[src/rtl/svc_req_pkg.sv]
package svc_req_pkg;
  localparam int STB_W  = 8;
  localparam int EVT_W  = 8;
  localparam int ADDR_W = 2;
  localparam int EXT_W  = STB_W - 2;
  localparam int ESB_POS = 5;
  localparam int MSS_POS = 6;

  typedef enum logic [ADDR_W-1:0] {
    ADDR_STATUS = 2'd0,
    ADDR_SRE    = 2'd1,
    ADDR_EVT    = 2'd2,
    ADDR_EVTEN  = 2'd3
  } regAddr_e;

  typedef struct packed {
    logic sreWr;
    logic evtEnWr;
    logic evtClr;
  } regStrobe_t;
endpackage

[src/rtl/svc_req_ctrl.sv]
module svc_req_ctrl
  import svc_req_pkg::*;
(
  input  logic              clk,
  input  logic              rstN,
  input  logic              wrEn,
  input  logic              rdEn,
  input  logic [ADDR_W-1:0] addr,
  output regStrobe_t        strb
);
  regAddr_e addrDec;

  always_comb begin
    addrDec = regAddr_e'(addr);
    strb = '0;
    if (wrEn) begin
      case (addrDec)
        ADDR_SRE:   strb.sreWr   = 1'b1;
        ADDR_EVTEN: strb.evtEnWr = 1'b1;
        default:    ;
      endcase
    end
    if (rdEn && addrDec == ADDR_EVT) strb.evtClr = 1'b1;
  end

  // Only one register access is allowed per cycle.
  assert_single_access_R11: assert property (@(posedge clk) disable iff (!rstN)
    !(wrEn && rdEn));

  assert_strobes_exclusive_R11: assert property (@(posedge clk) disable iff (!rstN)
    $onehot0({strb.sreWr, strb.evtEnWr, strb.evtClr}));
endmodule

[src/rtl/svc_req_dp.sv]
module svc_req_dp
  import svc_req_pkg::*;
(
  input  logic              clk,
  input  logic              rstN,
  input  regStrobe_t        strb,
  input  logic [ADDR_W-1:0] addr,
  input  logic [STB_W-1:0]  wrData,
  input  logic [EXT_W-1:0]  extSummary,
  input  logic [EVT_W-1:0]  evtPulse,
  output logic [STB_W-1:0]  rdData,
  output logic              srqOut
);
  localparam logic [STB_W-1:0] MSS_MASK = STB_W'(1) << MSS_POS;

  logic [STB_W-1:0] sreReg;
  logic [EVT_W-1:0] evtReg;
  logic [EVT_W-1:0] evtEnReg;
  logic [STB_W-1:0] summaryBits;
  logic [STB_W-1:0] statusByte;
  logic             esbBit;
  logic             mssBit;
  logic             srqReg;

  always_ff @(posedge clk or negedge rstN) begin
    if (!rstN) begin
      sreReg   <= '0;
      evtEnReg <= '0;
    end else begin
      if (strb.sreWr)   sreReg   <= wrData & ~MSS_MASK;
      if (strb.evtEnWr) evtEnReg <= wrData;
    end
  end

  always_ff @(posedge clk or negedge rstN) begin
    if (!rstN) evtReg <= '0;
    else       evtReg <= (strb.evtClr ? '0 : evtReg) | evtPulse;
  end

  assign esbBit = |(evtReg & evtEnReg);

  always_comb begin
    summaryBits = '0;
    summaryBits[ESB_POS-1:0] = extSummary[ESB_POS-1:0];
    summaryBits[ESB_POS]     = esbBit;
    summaryBits[STB_W-1]     = extSummary[EXT_W-1];
  end

  assign mssBit     = |(summaryBits & sreReg & ~MSS_MASK);
  assign statusByte = summaryBits | (mssBit ? MSS_MASK : '0);

  always_ff @(posedge clk or negedge rstN) begin
    if (!rstN) srqReg <= 1'b0;
    else       srqReg <= mssBit;
  end
  assign srqOut = srqReg;

  always_comb begin
    case (regAddr_e'(addr))
      ADDR_STATUS: rdData = statusByte;
      ADDR_SRE:    rdData = sreReg;
      ADDR_EVT:    rdData = evtReg;
      default:     rdData = evtEnReg;
    endcase
  end

  assert_mss_needs_enable_R5: assert property (@(posedge clk) disable iff (!rstN)
    statusByte[MSS_POS] |-> (sreReg != '0));

  assert_srq_quiet_no_enable_R3: assert property (@(posedge clk) disable iff (!rstN)
    (sreReg == '0) |=> !srqOut);

  assert_pulse_sets_R7: assert property (@(posedge clk) disable iff (!rstN)
    (evtPulse != '0) |=> ((evtReg & $past(evtPulse)) == $past(evtPulse)));

  assert_sticky_events_R7: assert property (@(posedge clk) disable iff (!rstN)
    !strb.evtClr |=> ((evtReg & $past(evtReg)) == $past(evtReg)));

  assert_clear_on_read_R8: assert property (@(posedge clk) disable iff (!rstN)
    strb.evtClr |=> ((evtReg & ~$past(evtPulse)) == '0));

  assert_esb_drops_R10: assert property (@(posedge clk) disable iff (!rstN)
    (strb.evtClr && evtPulse == '0) |=> !statusByte[ESB_POS]);
endmodule

[src/rtl/svc_req_top.sv]
module svc_req_top
  import svc_req_pkg::*;
(
  input  logic              clk,
  input  logic              rstN,
  input  logic              regWrEn,
  input  logic              regRdEn,
  input  logic [ADDR_W-1:0] regAddr,
  input  logic [STB_W-1:0]  regWrData,
  output logic [STB_W-1:0]  regRdData,
  input  logic [EXT_W-1:0]  extSummary,
  input  logic [EVT_W-1:0]  evtPulse,
  output logic              srqOut
);
  regStrobe_t strb;

  svc_req_ctrl u_ctrl (
    .clk   (clk),
    .rstN  (rstN),
    .wrEn  (regWrEn),
    .rdEn  (regRdEn),
    .addr  (regAddr),
    .strb  (strb)
  );

  svc_req_dp u_dp (
    .clk        (clk),
    .rstN       (rstN),
    .strb       (strb),
    .addr       (regAddr),
    .wrData     (regWrData),
    .extSummary (extSummary),
    .evtPulse   (evtPulse),
    .rdData     (regRdData),
    .srqOut     (srqOut)
  );
endmodule

[config.mk]
export PLATFORM = sky130hd
export DESIGN_NAME = svc_req_top
export DESIGN_NICKNAME = d
export VERILOG_FILES = /design/src/rtl/svc_req_pkg.sv /design/src/rtl/svc_req_ctrl.sv /design/src/rtl/svc_req_dp.sv /design/src/rtl/svc_req_top.sv
export SDC_FILE = /design/constraint.sdc
export NUM_CORES = 1
export LEC_CHECK = 0
export BUFFER_PORTS_ARGS = -buffer_cell sky130_fd_sc_hd__buf_2
export CAP_MARGIN = 20
export CELL_PAD_IN_SITES_DETAIL_PLACEMENT = 1
export CELL_PAD_IN_SITES_GLOBAL_PLACEMENT = 1
export CORE_ASPECT_RATIO = 0.6
export CORE_MARGIN = 5
export CORE_UTILIZATION = 42
export CTS_CLUSTER_SIZE = 14
export DETAILED_ROUTE_END_ITERATION = 10
export PLACE_DENSITY = 0.83
export REMOVE_ABC_BUFFERS = 1
export SETUP_SLACK_MARGIN = 0.1
export SLEW_MARGIN = 25
export SYNTH_ARGS = -nofsm -noshare
export SYNTH_HDL_FRONTEND = slang
export SYNTH_HIERARCHICAL = 1
export SYNTH_SLANG_ARGS = --single-unit
[constraint.sdc]
create_clock -name clk -period 3.05 [get_ports clk]
set_input_delay 0.305 -clock clk [delete_from_list [all_inputs] [get_ports clk]]
set_output_delay 0.305 -clock clk [all_outputs]
set_load 0.02 [all_outputs]
==> results of run 1 <==
## area by class of cell
type,count,area share [%]
clock buffers,4,3.86
well taps,32,2.81
flip-flops and latches,24,42.1
inverters,2,0.526
multi-input cells,49,38.1
repair buffers,36,12.6
## metal layers
layer	track usage [%]	up-vias	wire length (microns)
li1	-	377	-
met1	20.6	424	1270
met2	26.6	23	1440
met3	5.79	5	174
met4	4.78	0	38
met5	0	-	0
## worst max path at each step
stage	end	slack [ns]	startpoint	depth (start not counted)
floorplan	regRdData[5]	1.55	u_dp/evtReg[6]$_DFF_PN0_	3
global placement	regRdData[5]	1.39	u_dp/evtReg[6]$_DFF_PN0_	4
detailed placement	regRdData[5]	1.37	u_dp/evtEnReg[3]$_DFFE_PN0P_	4
CTS	regRdData[5]	1.06	u_dp/evtReg[4]$_DFF_PN0_	4
global route	regRdData[5]	0.97	u_dp/evtReg[4]$_DFF_PN0_	4
finish	regRdData[5]	1.07	u_dp/evtEnReg[3]$_DFFE_PN0P_	4
## logic make-up (layout without fill, tap and decap cells)
logic type | Yosys count | after routing | synth area share [%]
AO/OA/AOI/OAI | 19 | 19 | 14.5
buffers and inverters | 6 | 42 | 2.25
flip-flops | 24 | 24 | 51.3
multiplexers | 21 | 21 | 27.0
AND/OR/NAND/NOR | 9 | 9 | 4.92
## registers in the layout, summed over array words and instances, names as in the netlist
| signal | cells |
|---|---|
| u_dp/evtEnReg | 8 |
| u_dp/srqOut | 1 |
| u_dp/sreReg | 7 |
| u_dp/evtReg | 8 |
## through the flow
step / instance area [sq um] / hold slack, ns
6_report: 1430 / 0.0127
2_1_floorplan: 1150 / 0.00941
5_1_grt: 1430 / 0.0611
3_3_place_gp: 1370 / 0.316
3_5_place_dp: 1370 / 0.320
4_1_cts: 1430 / 0.0230
## power by group through the flow
stage          clock (mW)  combinational, mW  sequential (mW)
2_1_floorplan           0              0.123            0.401
3_3_place_gp            0              0.184            0.406
3_5_place_dp            0              0.190            0.410
4_1_cts             0.225              0.193            0.406
5_1_grt             0.237              0.208            0.413
6_report            0.217              0.189            0.405
## cells in the final DEF, fill, tap and decap left out, types with 3 or more instances in the layout
cell      Yosys  layout
mux4_2        7       7
a22oi_2       3       3
clkbuf_8      0       4
a22oi_1       3       3
a21o_1        7       7
buf_2         3      36
dfrtp_1      24      24
mux2_2       14      14
==> flow_metrics.env, run 1 <==
export IMPL_outcome="complete, no violations"
export IMPL_seqPwrFrac_pct=49.9
export IMPL_die_h_microns=50.9
export IMPL_drv_slew=0
export IMPL_antenna_cells=0
export IMPL_io_pins=37
export IMPL_cap_violations=0
export IMPL_ant_nets=0
export IMPL_p_int_mw=0.578
export IMPL_core_area_sq_um=2570
export IMPL_max_vdd_ir_drop_v=0.000280
export IMPL_cts_clk_slew_worst_paths_ns=0.08
export IMPL_yosysUniqueCellTypes=22
export IMPL_grt_overflow_total=0
export IMPL_rsz0062_at_grt="false"
export IMPL_synth_area_sq_um=1170
export IMPL_yosysTopAreaCellShare_pct=51.3
export IMPL_critPathBufInv=1
export IMPL_layout_nets=144
export IMPL_drc=0
export IMPL_end_kind="primary output"
export IMPL_clockPowerShare_pct=26.8
export IMPL_ctsHtreeMaxLevel=1
export IMPL_final_period_utilization_pct=64.9
export IMPL_setup_ws_ns=1.07
export IMPL_path_max_fanout=3
export IMPL_wire_per_inst_microns=19.8
export IMPL_multiInputGateArea_sq_um=543
export IMPL_antenna_found_initial=0
export IMPL_clock_latency_ns=0.27
export IMPL_grt_pass1_wl_microns=4940
export IMPL_power_mw=0.812
export IMPL_async_flop_share_pct=100
export IMPL_timing_fmax_ghz=0.505
export IMPL_p_leak_nw=0.614
export IMPL_yosysWarningCount=6
export IMPL_crit_family="multiplexers"
export IMPL_swShare_pct=28.8
export IMPL_crit_type="reg2out"
export IMPL_yosysSeqAreaShare_pct=51.3
export IMPL_numCtsBuffers=3
export IMPL_drt_initial_drc_count=15
export IMPL_areaGrowthSynthToFinish_pct=21.9
export IMPL_worstPathCellList="a22oi_2, nand4_1, mux4_2, buf_2"
export IMPL_grt_use_total_pct=16.3
export IMPL_ff2ff_path_depth=3
export IMPL_synth_area_leaders="dfrtp_1, mux2_2, mux4_2"
export IMPL_finalHoldViolCount=0
export IMPL_reg2reg_slack_ns=1.89
export IMPL_slew_headroom_pct=63.7
export IMPL_cts_sinks=24
export IMPL_synth_edf_count=0
export IMPL_synth_seq_cells=24
export IMPL_tns_ns=0
export IMPL_startpoint_type="flip-flop"
export IMPL_cts_setup_buffers=0
export IMPL_dp_hpwl_microns=2170
export IMPL_powerDensity_nw_per_um2=569
export IMPL_synthFlopType="dfrtp_1"
export IMPL_cts_hold_buf=0
export IMPL_finalCriticalPeriod_ns=1.98
export IMPL_crit_slowest_cell="mux4_2"
export IMPL_worstMarginPinSlew_ns=0.544
export IMPL_drive_above_1_share_pct=58.3
export IMPL_synth_most_common_cell="dfrtp_1"
export IMPL_hold_class="in2async"
export IMPL_setup_viol=0
export IMPL_cpPeakStageDelay_ns=0.47
export IMPL_crit_arrival_ns=1.68
export IMPL_syn_avg_cell_area_sq_um=14.8
export IMPL_drt_pass1_iterations=4
export IMPL_p_sw_mw=0.234
export IMPL_worstPathRequired_ns=2.74
export IMPL_io_buffers=36
export IMPL_cts_resized=0
export IMPL_root_buffer="clkbuf_8"
export IMPL_timing_rr_end="u_dp/srqOut$_DFF_PN0_"
export IMPL_synth_top_cell_by_area="dfrtp_1"
export IMPL_die_area_sq_um=3980
export IMPL_fin_cells=147
export IMPL_r2r_start="u_dp/sreReg[2]$_DFFE_PN0P_"
export IMPL_grt_max_degree=25
export IMPL_gp_congestion=0.768
export IMPL_via_count=829
export IMPL_combPwrFrac_pct=23.3
export IMPL_drt_vias_per_instance=5.64
export IMPL_tritoncts="yes"
export IMPL_dpl_cell_count=143
export IMPL_seqCellArea_sq_um=601
export IMPL_fin_util_pct=55.4
export IMPL_first_global_vias=945
export IMPL_syn_instance_count=79
export IMPL_row_count=14
export IMPL_pre_cts_ws_ns=1.37
export IMPL_clockBufferDepth=2
export IMPL_nFillCells=280
export IMPL_totalWireLength_microns=2920
export IMPL_start_util_pct=45.4
export IMPL_die_w_microns=78.1
export IMPL_fin_skew_ns=0.00361
export IMPL_ys_top_cells_by_count="dfrtp_1, mux2_2, a21o_1, mux4_2"
Power figures use the tool's default switching activity.
==> run 2, diff against run 1 <==
- CORE_UTILIZATION: 42 -> 39
- PLACE_DENSITY: 0.83 -> 0.78
- clock period: 3.05 -> 2 ns (I/O delays scaled with it)
==> run 2 against run 1 <==
Compared with the run above:
- first-iteration DRC count grew to 2.6 times the previous value
- sequential power rose by 52%
- utilization decreased by 3.4 points
- wire length rose by 0.31%
- sequential share of layout area shrank 1.9 points
- register-to-register slack worse by 1.0 ns
- design area increased by 4.7%
- clock power grew 97%
- combinational power up 62%
==> flow_metrics.env, run 2 (synthesis gave the netlist of run 1 again) <==
export IMPL_clock_latency_ns=0.27
export IMPL_drt_pass1_iterations=2
export IMPL_totalWireLength_microns=2920
export IMPL_ctsHtreeMaxLevel=1
export IMPL_powerDensity_nw_per_um2=903
export IMPL_dp_hpwl_microns=2150
export IMPL_worstMarginPinSlew_ns=0.552
export IMPL_fin_cells=161
export IMPL_clockBufferDepth=2
export IMPL_tritoncts="yes"
export IMPL_start_util_pct=40.7
export IMPL_seqCellArea_sq_um=601
export IMPL_drt_initial_drc_count=39
export IMPL_crit_type="reg2out"
export IMPL_drc=0
export IMPL_dpl_cell_count=153
export IMPL_grt_pass1_wl_microns=4710
export IMPL_io_pins=37
export IMPL_wire_per_inst_microns=18.2
export IMPL_startpoint_type="flip-flop"
export IMPL_root_buffer="clkbuf_8"
export IMPL_drv_slew=0
export IMPL_core_area_sq_um=2870
export IMPL_rsz0062_at_grt="true"
export IMPL_cap_violations=0
export IMPL_ant_nets=0
export IMPL_max_vdd_ir_drop_v=0.000450
export IMPL_path_max_fanout=3
export IMPL_grt_max_degree=25
export IMPL_setup_viol=0
export IMPL_grt_use_total_pct=15.4
export IMPL_die_h_microns=52.4
export IMPL_p_leak_nw=0.641
export IMPL_slew_headroom_pct=63.2
export IMPL_layout_commonest_cell="buf_2"
export IMPL_drive_above_1_share_pct=58.8
export IMPL_areaGrowthSynthToFinish_pct=27.7
export IMPL_outcome="complete, no violations"
export IMPL_die_w_microns=80.7
export IMPL_placed_cell_area_sq_um=1380
export IMPL_antenna_cells=0
export IMPL_tns_ns=0
export IMPL_antenna_found_initial=0
export IMPL_layout_nets=148
export IMPL_cts_sinks=24
export IMPL_row_count=15
export IMPL_finalCriticalPeriod_ns=1.85
export IMPL_worstPathRequired_ns=1.80
export IMPL_die_area_sq_um=4230
export IMPL_numCtsBuffers=3
export IMPL_hold_class="in2reg"
export IMPL_finalInstanceArea_sq_um=1490
export IMPL_end_kind="primary output"
export IMPL_multiInputGateArea_sq_um=543
export IMPL_first_global_vias=907
export IMPL_gp_congestion=0.743
export IMPL_finalHoldViolCount=0
export IMPL_cts_clk_slew_worst_paths_ns=0.09
export IMPL_reg_largest_list="u_dp/evtEnReg (8), u_dp/evtReg (8), u_dp/sreReg (7)"
export IMPL_drt_vias_per_instance=5.23
export IMPL_crit_arrival_ns=1.65
export IMPL_io_buffers=36
export IMPL_layout_common_cells="buf_2, dfrtp_1, mux2_2"
export IMPL_via_count=842
export IMPL_final_period_utilization_pct=92.7
export IMPL_fin_util_pct=52.0
export IMPL_timing_fmax_ghz=0.539
export IMPL_nFillCells=319
export IMPL_fin_skew_ns=0.00462
export IMPL_grt_overflow_total=0
export IMPL_fin_hold_ws_ns=0.0991
-- run 2: cell count changes in the layout (fill, tap and decap cells not counted) --
cell	change
clkbuf_8	-1
buf_2	-1
buf_6	+1
buf_4	+3
bufinv_16	+1
dlygate4sd3_1	+1
-- run 2: stage by stage --
step,setup WS [ns],power [mW]
finish,0.146,1.35
global route,0.0644,1.42
CTS,0.112,1.35
detailed placement,0.424,0.916
global placement,0.463,0.902
floorplan,0.607,0.799
-- run 2: where the power goes --
part	internal [mW]	switching, mW
Sequential	0.554	0.0609
Combinational	0.167	0.139
Clock	0.268	0.160
-- run 2: area by class of cell --
| cell class | count | share of cell area [%] |
|---|---|---|
| Tap cell | 42 | 3.52 |
| Clock buffer | 3 | 2.76 |
| Clock inverter | 1 | 2.01 |
| Sequential cell | 24 | 40.2 |
| Inverter | 2 | 0.503 |
| Timing Repair Buffer | 40 | 14.7 |
| Multi-Input combinational cell | 49 | 36.3 |
-- run 2: worst max-delay path, stage by stage, from the launching register on --
cell and delay [ns]:
dfrtp_1 0.42, a22oi_2 0.23, nand4_1 0.10, mux4_2 0.49
buf_6 0.15
-- run 2: what timing repair did --
action	4_1_cts	5_1_grt
hold endpoints to repair	24	0
setup endpoints to repair	0	1
setup buffers	0	3
hold buffers	1	0
resized for setup	0	2
-- run 2: worst paths after layout --
path	start	end	slack (ns)	cells past startpoint
worst min register to register	u_dp/evtReg[4]$_DFF_PN0_	u_dp/evtReg[4]$_DFF_PN0_	0.54	1
max in group asynchronous	rstN	u_dp/evtReg[0]$_DFF_PN0_	1.19	2
worst max register to register	u_dp/evtEnReg[6]$_DFFE_PN0P_	u_dp/srqOut$_DFF_PN0_	0.86	3
min in group asynchronous	rstN	u_dp/sreReg[7]$_DFFE_PN0P_	0.45	2
worst min-delay path	evtPulse[7]	u_dp/evtReg[7]$_DFF_PN0_	0.1	2
worst max-delay path	u_dp/evtEnReg[6]$_DFFE_PN0P_	regRdData[5]	0.15	4
-- run 2: routing by layer --
layer	GRT usage, %	part of all wire, %
met4	4.21	0.75
met5	0	0
met3	5.50	6.2
met1	19.8	45
met2	24.5	48
